<file path="config.mk">
export PLATFORM = sky130hd
export DESIGN_NAME = digit_packer
export DESIGN_NICKNAME = d
export VERILOG_FILES = /design/src/rtl/digit_pack_pkg.sv /design/src/rtl/digit_pack_conv.sv /design/src/rtl/digit_pack_index.sv /design/src/rtl/digit_packer.sv
export SDC_FILE = /design/constraint.sdc
export NUM_CORES = 1
export LEC_CHECK = 0
export BUFFER_PORTS_ARGS = -buffer_cell sky130_fd_sc_hd__buf_2
export CAP_MARGIN = 15
export CORE_ASPECT_RATIO = 0.75
export CORE_MARGIN = 5
export CORE_UTILIZATION = 45
export CTS_CLUSTER_SIZE = 28
export DETAILED_ROUTE_END_ITERATION = 10
export GPL_TIMING_DRIVEN = 0
export PLACE_DENSITY_LB_ADDON = 0.08
export SLEW_MARGIN = 40
export SYNTH_ARGS = -nofsm -noshare
export SYNTH_HDL_FRONTEND = slang
export SYNTH_SLANG_ARGS = --single-unit
</file>
<file path="constraint.sdc">
create_clock -name clk -period 1.4 [get_ports clk]
set_clock_uncertainty 0.05 [all_clocks]
set_input_delay 0.14 -clock clk [delete_from_list [all_inputs] [get_ports clk]]
set_output_delay 0.14 -clock clk [all_outputs]
set_load 0.05 [all_outputs]
</file>
<file path="src/rtl/digit_pack_pkg.sv">
package digit_pack_pkg;

    localparam int NIB_W = 4;
    localparam int CHAR_W = 8;
    localparam logic [CHAR_W-1:0] CH_ZERO = 8'h30;
    localparam logic [CHAR_W-1:0] CH_NINE = 8'h39;

    // Digits become their value, anything else passes unchanged
    function automatic logic [CHAR_W-1:0] char_to_entry(input logic [CHAR_W-1:0] ch);
        if (ch >= CH_ZERO && ch <= CH_NINE)
            return ch - CH_ZERO;
        return ch;
    endfunction

endpackage

</file>
<file path="src/rtl/digit_pack_conv.sv">
module digit_pack_conv
    import digit_pack_pkg::*;
(
    input  logic [CHAR_W-1:0] ch_i,
    output logic [NIB_W-1:0]  nib_o
);

    always_comb begin
        nib_o = NIB_W'(char_to_entry(ch_i));
    end

endmodule

</file>
<file path="src/rtl/digit_pack_index.sv">
module digit_pack_index #(
    parameter int DEPTH = 4,
    parameter int IDX_W = 2
) (
    input  logic             clk,
    input  logic             rst,
    input  logic             clr,
    input  logic             store,
    output logic [IDX_W-1:0] idx_o,
    output logic             full_o
);

    localparam logic [IDX_W-1:0] LAST = IDX_W'(DEPTH - 1);

    typedef struct packed {
        logic [IDX_W-1:0] idx;
        logic             full;
    } ctl_t;

    ctl_t ctl_d, ctl_q;

    always_comb begin
        ctl_d = ctl_q;
        if (clr) begin
            ctl_d = '0;
        end else if (store) begin
            if (ctl_q.idx == LAST)
                ctl_d.full = 1'b1;
            else
                ctl_d.idx = ctl_q.idx + 1'b1;
        end
    end

    always_ff @(posedge clk) begin
        if (rst)
            ctl_q <= '0;
        else
            ctl_q <= ctl_d;
    end

    assign idx_o  = ctl_q.idx;
    assign full_o = ctl_q.full;

endmodule

</file>
<file path="src/rtl/digit_packer.sv">
module digit_packer
    import digit_pack_pkg::*;
#(
    parameter int DEPTH  = 4,
    parameter int PACK_W = 4 * DEPTH,
    parameter int IDX_W  = (DEPTH > 1) ? $clog2(DEPTH) : 1
) (
    input  logic              clk,
    input  logic              rst,
    input  logic [7:0]        rx_byte,
    input  logic              rx_rdy,
    input  logic              clr,
    output logic [PACK_W-1:0] packed_word,
    output logic              full,
    output logic [IDX_W-1:0]  idx
);

    typedef struct packed {
        logic [PACK_W-1:0] word;
    } pk_t;

    pk_t              pk_d, pk_q;
    logic             store;
    logic [NIB_W-1:0] nib;
    logic [DEPTH-1:0] slot_we;

    assign store = rx_rdy & ~clr;

    digit_pack_conv u_conv (
        .ch_i  (rx_byte),
        .nib_o (nib)
    );

    digit_pack_index #(
        .DEPTH (DEPTH),
        .IDX_W (IDX_W)
    ) u_index (
        .clk    (clk),
        .rst    (rst),
        .clr    (clr),
        .store  (store),
        .idx_o  (idx),
        .full_o (full)
    );

    // One write enable per slot, decoded from the current index
    for (genvar g = 0; g < DEPTH; g++) begin : g_slot_we
        assign slot_we[g] = store && (idx == IDX_W'(g));
    end

    always_comb begin
        pk_d = pk_q;
        if (clr) begin
            pk_d = '0;
        end else begin
            for (int k = 0; k < DEPTH; k++) begin
                if (slot_we[k])
                    pk_d.word[NIB_W*(DEPTH-1-k) +: NIB_W] = nib;
            end
        end
    end

    always_ff @(posedge clk) begin
        if (rst)
            pk_q <= '0;
        else
            pk_q <= pk_d;
    end

    assign packed_word = pk_q.word;

endmodule

</file>
==> results.py, run 1 <==
metrics = {
    "timing": {
        "period_share_pct": 87.5,
        "hold_slack_ps": 81.5,
        "setup_tns_ps": 0,
        "max_slew.worst_pin.slew_ps": 249,
        "max_slew_margin_pct": 83.5,
        "max_clock_freq_mhz": 817,
        "setup_viol": 0,
        "hold_violations": 0,
        "slew_viol_final": 0,
        "rsz0062_at_grt": "false",
        "finalCriticalPeriod_ps": 1220,
    },
    "global_routing": {
        "overflow": 0,
        "grt_pass1_wl_um": 2660,
        "track_usage_pct": 13.7,
        "first_global_vias": 619,
        "antenna_found_initial": 0,
        "grt_max_degree": 11,
    },
    "final_layout": {
        "final_area_sq_um": 972,
        "fillers": 168,
        "area_delta_synth_final_pct": 24.1,
        "fin_cells": 141,
        "layout_commonest_cell": "buf_2",
        "num_antenna_cells": 0,
        "layout-drive-gt1-share_pct": 36.1,
        "layout_common_cells": "buf_2, nand2_1, dfxtp_1",
        "nets": 136,
    },
    "worst_setup_path": {
        "worstPathArrival_ps": 1370,
        "setup.worst_path.class": "reg -> reg",
        "worstSetupStartpointType": "flip-flop",
        "crit_required_ps": 1540,
        "end_kind": "flip-flop",
        "cp_max_fo": 7,
    },
    "place": {
        "dpl.cell_count": 137,
        "dp_hpwl_um": 1310,
        "postPlaceCellArea_sq_um": 943,
        "routabilityCongestion": 0.718,
        "io_buffer_count": 26,
    },
    "cts": {
        "clock_path_buffers": 2,
        "post-cts-setup-buffers": 0,
        "htree_levels": 1,
        "cts_buffers": 3,
        "clk_latency_ps": 290,
        "cts_tree": "built",
        "cts_resized": 0,
        "hold_buffers": 0,
        "cts.sinks": 19,
        "root_buffer": "clkbuf_4",
        "path_clk_slew_ps": 100,
    },
    "pwr": {
        "power_density_mw_per_mm2": 954,
        "ir_worst_vdd_mv": 0.727,
        "p_leak_nw": 0.408,
    },
    "die": {
        "rows": 13,
        "fp.coreArea_sq_mm": 0.00169,
        "initial_core_util_pct": 46.3,
        "die-area_sq_mm": 0.00268,
        "die_x_um": 58.2,
        "ioPinCount": 31,
        "die_h_um": 46.1,
    },
    "route": {
        "wire_per_inst_um": 11.7,
        "drc": 0,
        "drt_iter0_drc": 12,
        "num_vias": 680,
        "drt-pass1-iter-count": 4,
        "drt_wl_total_um": 1650,
        "vias_per_cell": 4.82,
        "antenna_left": 0,
    },
    "synth": {
        "syn_area_sq_um": 783,
        "yosysSeqAreaShare_pct": 48.6,
        "yosysWarnings": 0,
        "synth_cells": 89,
        "synth_cell_types": 15,
        "synthArstFlopShare_pct": 0,
        "synth_edf_count": 0,
        "syn_avg_cell_area_sq_um": 8.80,
        "syn_nets": 105,
        "synth_flop_cell": "dfxtp_1",
        "ys_ff_latch": 19,
    },
    "status": {
        "status": "finished, final reports clean",
    },
    "run": {
        "cap_violations": 0,
    },
    "min_path": {
        "min_path_type": "in -> reg",
    },
}
==> path summary, 6_finish.rpt <==
| kind | start | to | slack, ps | depth (start not counted) |
|---|---|---|---|---|
| max | u_index.idx_o[0] | u_index.idx_o[1] | 180 | 4 |
| min | rx_byte[3] | packed_word[7] | 80 | 3 |
| max reg2reg | u_index.idx_o[0] | u_index.idx_o[1] | 180 | 4 |
| min reg2reg | packed_word[13] | packed_word[13] | 410 | 2 |
==> synth_stat cells (2+ instances only) <==
master / count / area (sq um)
a21oi_1: 10 / 50.1
a21oi_2: 7 / 61.3
buf_2: 2 / 10.0
dfxtp_1: 19 / 380
ha_1: 4 / 50.1
inv_1: 2 / 7.51
nand2_1: 20 / 75.1
nand3_1: 16 / 80.1
nor2_1: 3 / 11.3
==> flip-flops by register name, indices dropped and copies added, names as in the netlist <==
signal and count:
packed_word 16, u_index.idx_o 2, u_index.full_o 1
==> report_power, final <==
group / switching [mW] / total [mW] / internal [mW]
logic: 0.0746 / 0.111 / 0.0363
registers: 0.00489 / 0.553 / 0.548
clock network: 0.153 / 0.264 / 0.111
total: 0.233 / 0.928 / 0.695
==> cell type report <==
cell class / instances / area (sq um) / share of cell area (%)
flip-flops and latches: 19 / 383 / 39.4
clock buffers: 4 / 26.3 / 2.70
plain buffers: 4 / 36.3 / 3.73
inverters: 2 / 7.51 / 0.772
well taps: 22 / 27.5 / 2.83
multi-input cells: 64 / 362 / 37.2
repair buffers: 26 / 130 / 13.4
==> worst max-delay path, stage by stage, from the launching register on <==
cell,delay [ps]
dfxtp_2,360
ha_1,280
nor2b_2,190
mux2i_1,200
nor2_1,50
==> layer usage <==
| layer | part of all wire (%) | up-vias | GRT usage [%] |
|---|---|---|---|
| li1 | - | 358 | - |
| met1 | 46 | 300 | 17.0 |
| met2 | 46 | 20 | 21.6 |
| met3 | 6.9 | 2 | 5.88 |
| met4 | 0.79 | 0 | 4.17 |
| met5 | 0 | - | 0 |
==> stage by stage <==
stage               util (%)  total power [mW]  setup WS, ps
finish                  57.5             0.928           176
global route            57.5             0.982          60.0
CTS                     57.3             0.943           109
detailed placement      55.8             0.677           123
global placement        55.8             0.675           130
floorplan                  -             0.642          82.6
==> kinds of logic (layout without fill, tap and decap cells) <==
| logic type | after synthesis | count (layout) | share of synthesized area (%) |
|---|---|---|---|
| simple gates | 41 | 41 | 22.8 |
| buf+inv | 6 | 36 | 5.59 |
| compound gates | 17 | 17 | 14.2 |
| fa+ha+maj | 4 | 4 | 6.39 |
| flops | 19 | 19 | 48.6 |
| mux | 1 | 1 | 1.28 |
| xor+xnor | 1 | 1 | 1.12 |
(Power assumes the default switching activity.)
==> run 2: changes to the inputs <==
- BUFFER_PORTS_ARGS: -buffer_cell sky130_fd_sc_hd__buf_2 -> -buffer_cell sky130_fd_sc_hd__buf_4
- CAP_MARGIN: 15 -> default
==> results.py, run 2 (synthesized netlist as in run 1, its figures left out) <==
metrics = {
    "timing": {
        "rsz0062_at_grt": "false",
        "slew_viol_final": 0,
        "finalCriticalPeriod_ps": 1230,
        "setup_viol": 0,
        "hold_violations": 0,
        "max_slew.worst_pin.slew_ps": 231,
        "period_share_pct": 88.2,
        "max_clock_freq_mhz": 810,
        "setup_tns_ps": 0,
        "max_slew_margin_pct": 84.6,
    },
    "worst_setup_path": {
        "setup.worst_path.class": "reg -> reg",
        "cp_max_fo": 7,
        "path_buf_inv": 0,
        "slowest_delay_ps": 360,
        "worstSetupStartpointType": "flip-flop",
        "crit_chain": "ha_1 -> nor2b_2 -> mux2i_1 -> nor2_1",
        "path_delay_family": "flip-flops",
        "r2r_slack_ps": 170,
        "end_kind": "flip-flop",
        "cp_slowest_cell": "dfxtp_2",
        "worstPathArrival_ps": 1380,
        "crit_required_ps": 1550,
    },
    "global_routing": {
        "first_global_vias": 606,
        "grt.busiest_layer": "met2",
        "overflow": 0,
        "met2_usage_pct": 20.7,
        "grt_pass1_wl_um": 2690,
        "use_met1_pct": 17.1,
        "track_usage_pct": 13.9,
        "globalRouteMet3Util_pct": 6.44,
        "antenna_found_initial": 0,
        "grt_max_degree": 11,
    },
    "route": {
        "drt_iter0_drc": 9,
        "drt-pass1-iter-count": 4,
        "wire_per_inst_um": 11.6,
        "vias_per_cell": 4.88,
        "drt_wl_total_um": 1640,
        "num_vias": 688,
        "drc": 0,
        "antenna_left": 0,
    },
    "cts": {
        "htree_levels": 1,
        "root_buffer": "clkbuf_4",
        "path_clk_slew_ps": 100,
        "cts_buffers": 3,
        "post-cts-setup-buffers": 0,
        "cts.sinks": 19,
        "clock_path_buffers": 2,
        "cts_tree": "built",
        "clk_latency_ps": 290,
    },
    "pwr": {
        "power_density_mw_per_mm2": 908,
        "report.power.total_mw": 0.942,
        "clkPwrFrac_pct": 28.5,
        "ir_worst_vdd_mv": 0.583,
        "internal-power_mw": 0.705,
        "switching_share_pct": 25.2,
        "p_leak_nw": 0.413,
        "p_sw_mw": 0.237,
        "combinationalPowerShare_pct": 12.9,
        "pwr-share-seq_pct": 58.7,
    },
    "place": {
        "postPlaceCellArea_sq_mm": 0.00101,
        "io_buffer_count": 26,
        "routabilityCongestion": 0.755,
        "dpl.cell_count": 137,
        "dp_hpwl_um": 1260,
    },
    "die": {
        "die-area_sq_mm": 0.00268,
        "fp.coreArea_sq_mm": 0.00169,
        "initial_core_util_pct": 46.3,
        "ioPinCount": 31,
        "die_x_um": 58.2,
        "die_h_um": 46.1,
        "rows": 13,
    },
    "final_layout": {
        "layout_common_cells": "buf_4, nand2_1, dfxtp_1",
        "final_area_sq_mm": 0.00104,
        "fin_cells": 141,
        "final_util_pct": 61.3,
        "area_delta_synth_final_pct": 32.4,
        "layout-drive-gt1-share_pct": 36.1,
        "nets": 136,
        "layout_commonest_cell": "buf_4",
        "num_antenna_cells": 0,
        "largest_reg_flops": 16,
    },
    "min_path": {
        "min_path_type": "in -> reg",
    },
    "status": {
        "status": "finished, final reports clean",
    },
    "run": {
        "cap_violations": 0,
    },
}
==> run 2: cell counts in the layout (fill, tap and decap cells not counted) <==
Identical to the previous run, type by type.
==> run 2: worst paths after layout <==
path,from,endpoint,cells past startpoint
worst max-delay path,u_index.idx_o[0],u_index.idx_o[1],4
worst min-delay path,rx_byte[1],packed_word[13],3
worst max register to register,u_index.idx_o[0],u_index.idx_o[1],4
worst min register to register,packed_word[4],packed_word[4],2
==> run 2: power by group through the flow <==
stage | logic (mW) | registers [mW] | clock network, mW
floorplan | 0.0525 | 0.590 | 0
global placement | 0.120 | 0.565 | 0
detailed placement | 0.121 | 0.566 | 0
CTS | 0.121 | 0.553 | 0.283
global route | 0.131 | 0.555 | 0.317
finish | 0.121 | 0.553 | 0.268
==> run 2: routing by layer <==
metal | up-vias | wire length [um]
met4 | 0 | 22
met3 | 4 | 123
met5 | - | 0
li1 | 360 | -
met2 | 17 | 727
met1 | 307 | 768
==> run 2: timing repair <==
item	in CTS	in global routing
setup endpoints to repair	0	1
hold endpoints to repair	0	0
hold buffers	0	0
resized for setup	0	1
==> run 2: per-stage QoR <==
| stage | hold WS, ps | setup slack, ps |
|---|---|---|
| floorplan | 236 | 82.6 |
| global route | 55.7 | 59.3 |
| finish | 75.0 | 165 |
| global placement | 384 | 126 |
| CTS | 59.2 | 97.4 |
| detailed placement | 389 | 116 |
==> run 2: cell type report <==
class                      count  area, sq um
fill                         172          654
sequential                    19          383
multi-input combinational     64          362
timing repair buffer          26          195
buffer                         4         36.3
tap                           22         27.5
clock buffer                   4         26.3
inverter                       2         7.51
==> run 2: worst min-delay path, cell delays in order <==
cell and delay (ps):
buf_4 130, nand3_1 60, a21oi_1 50
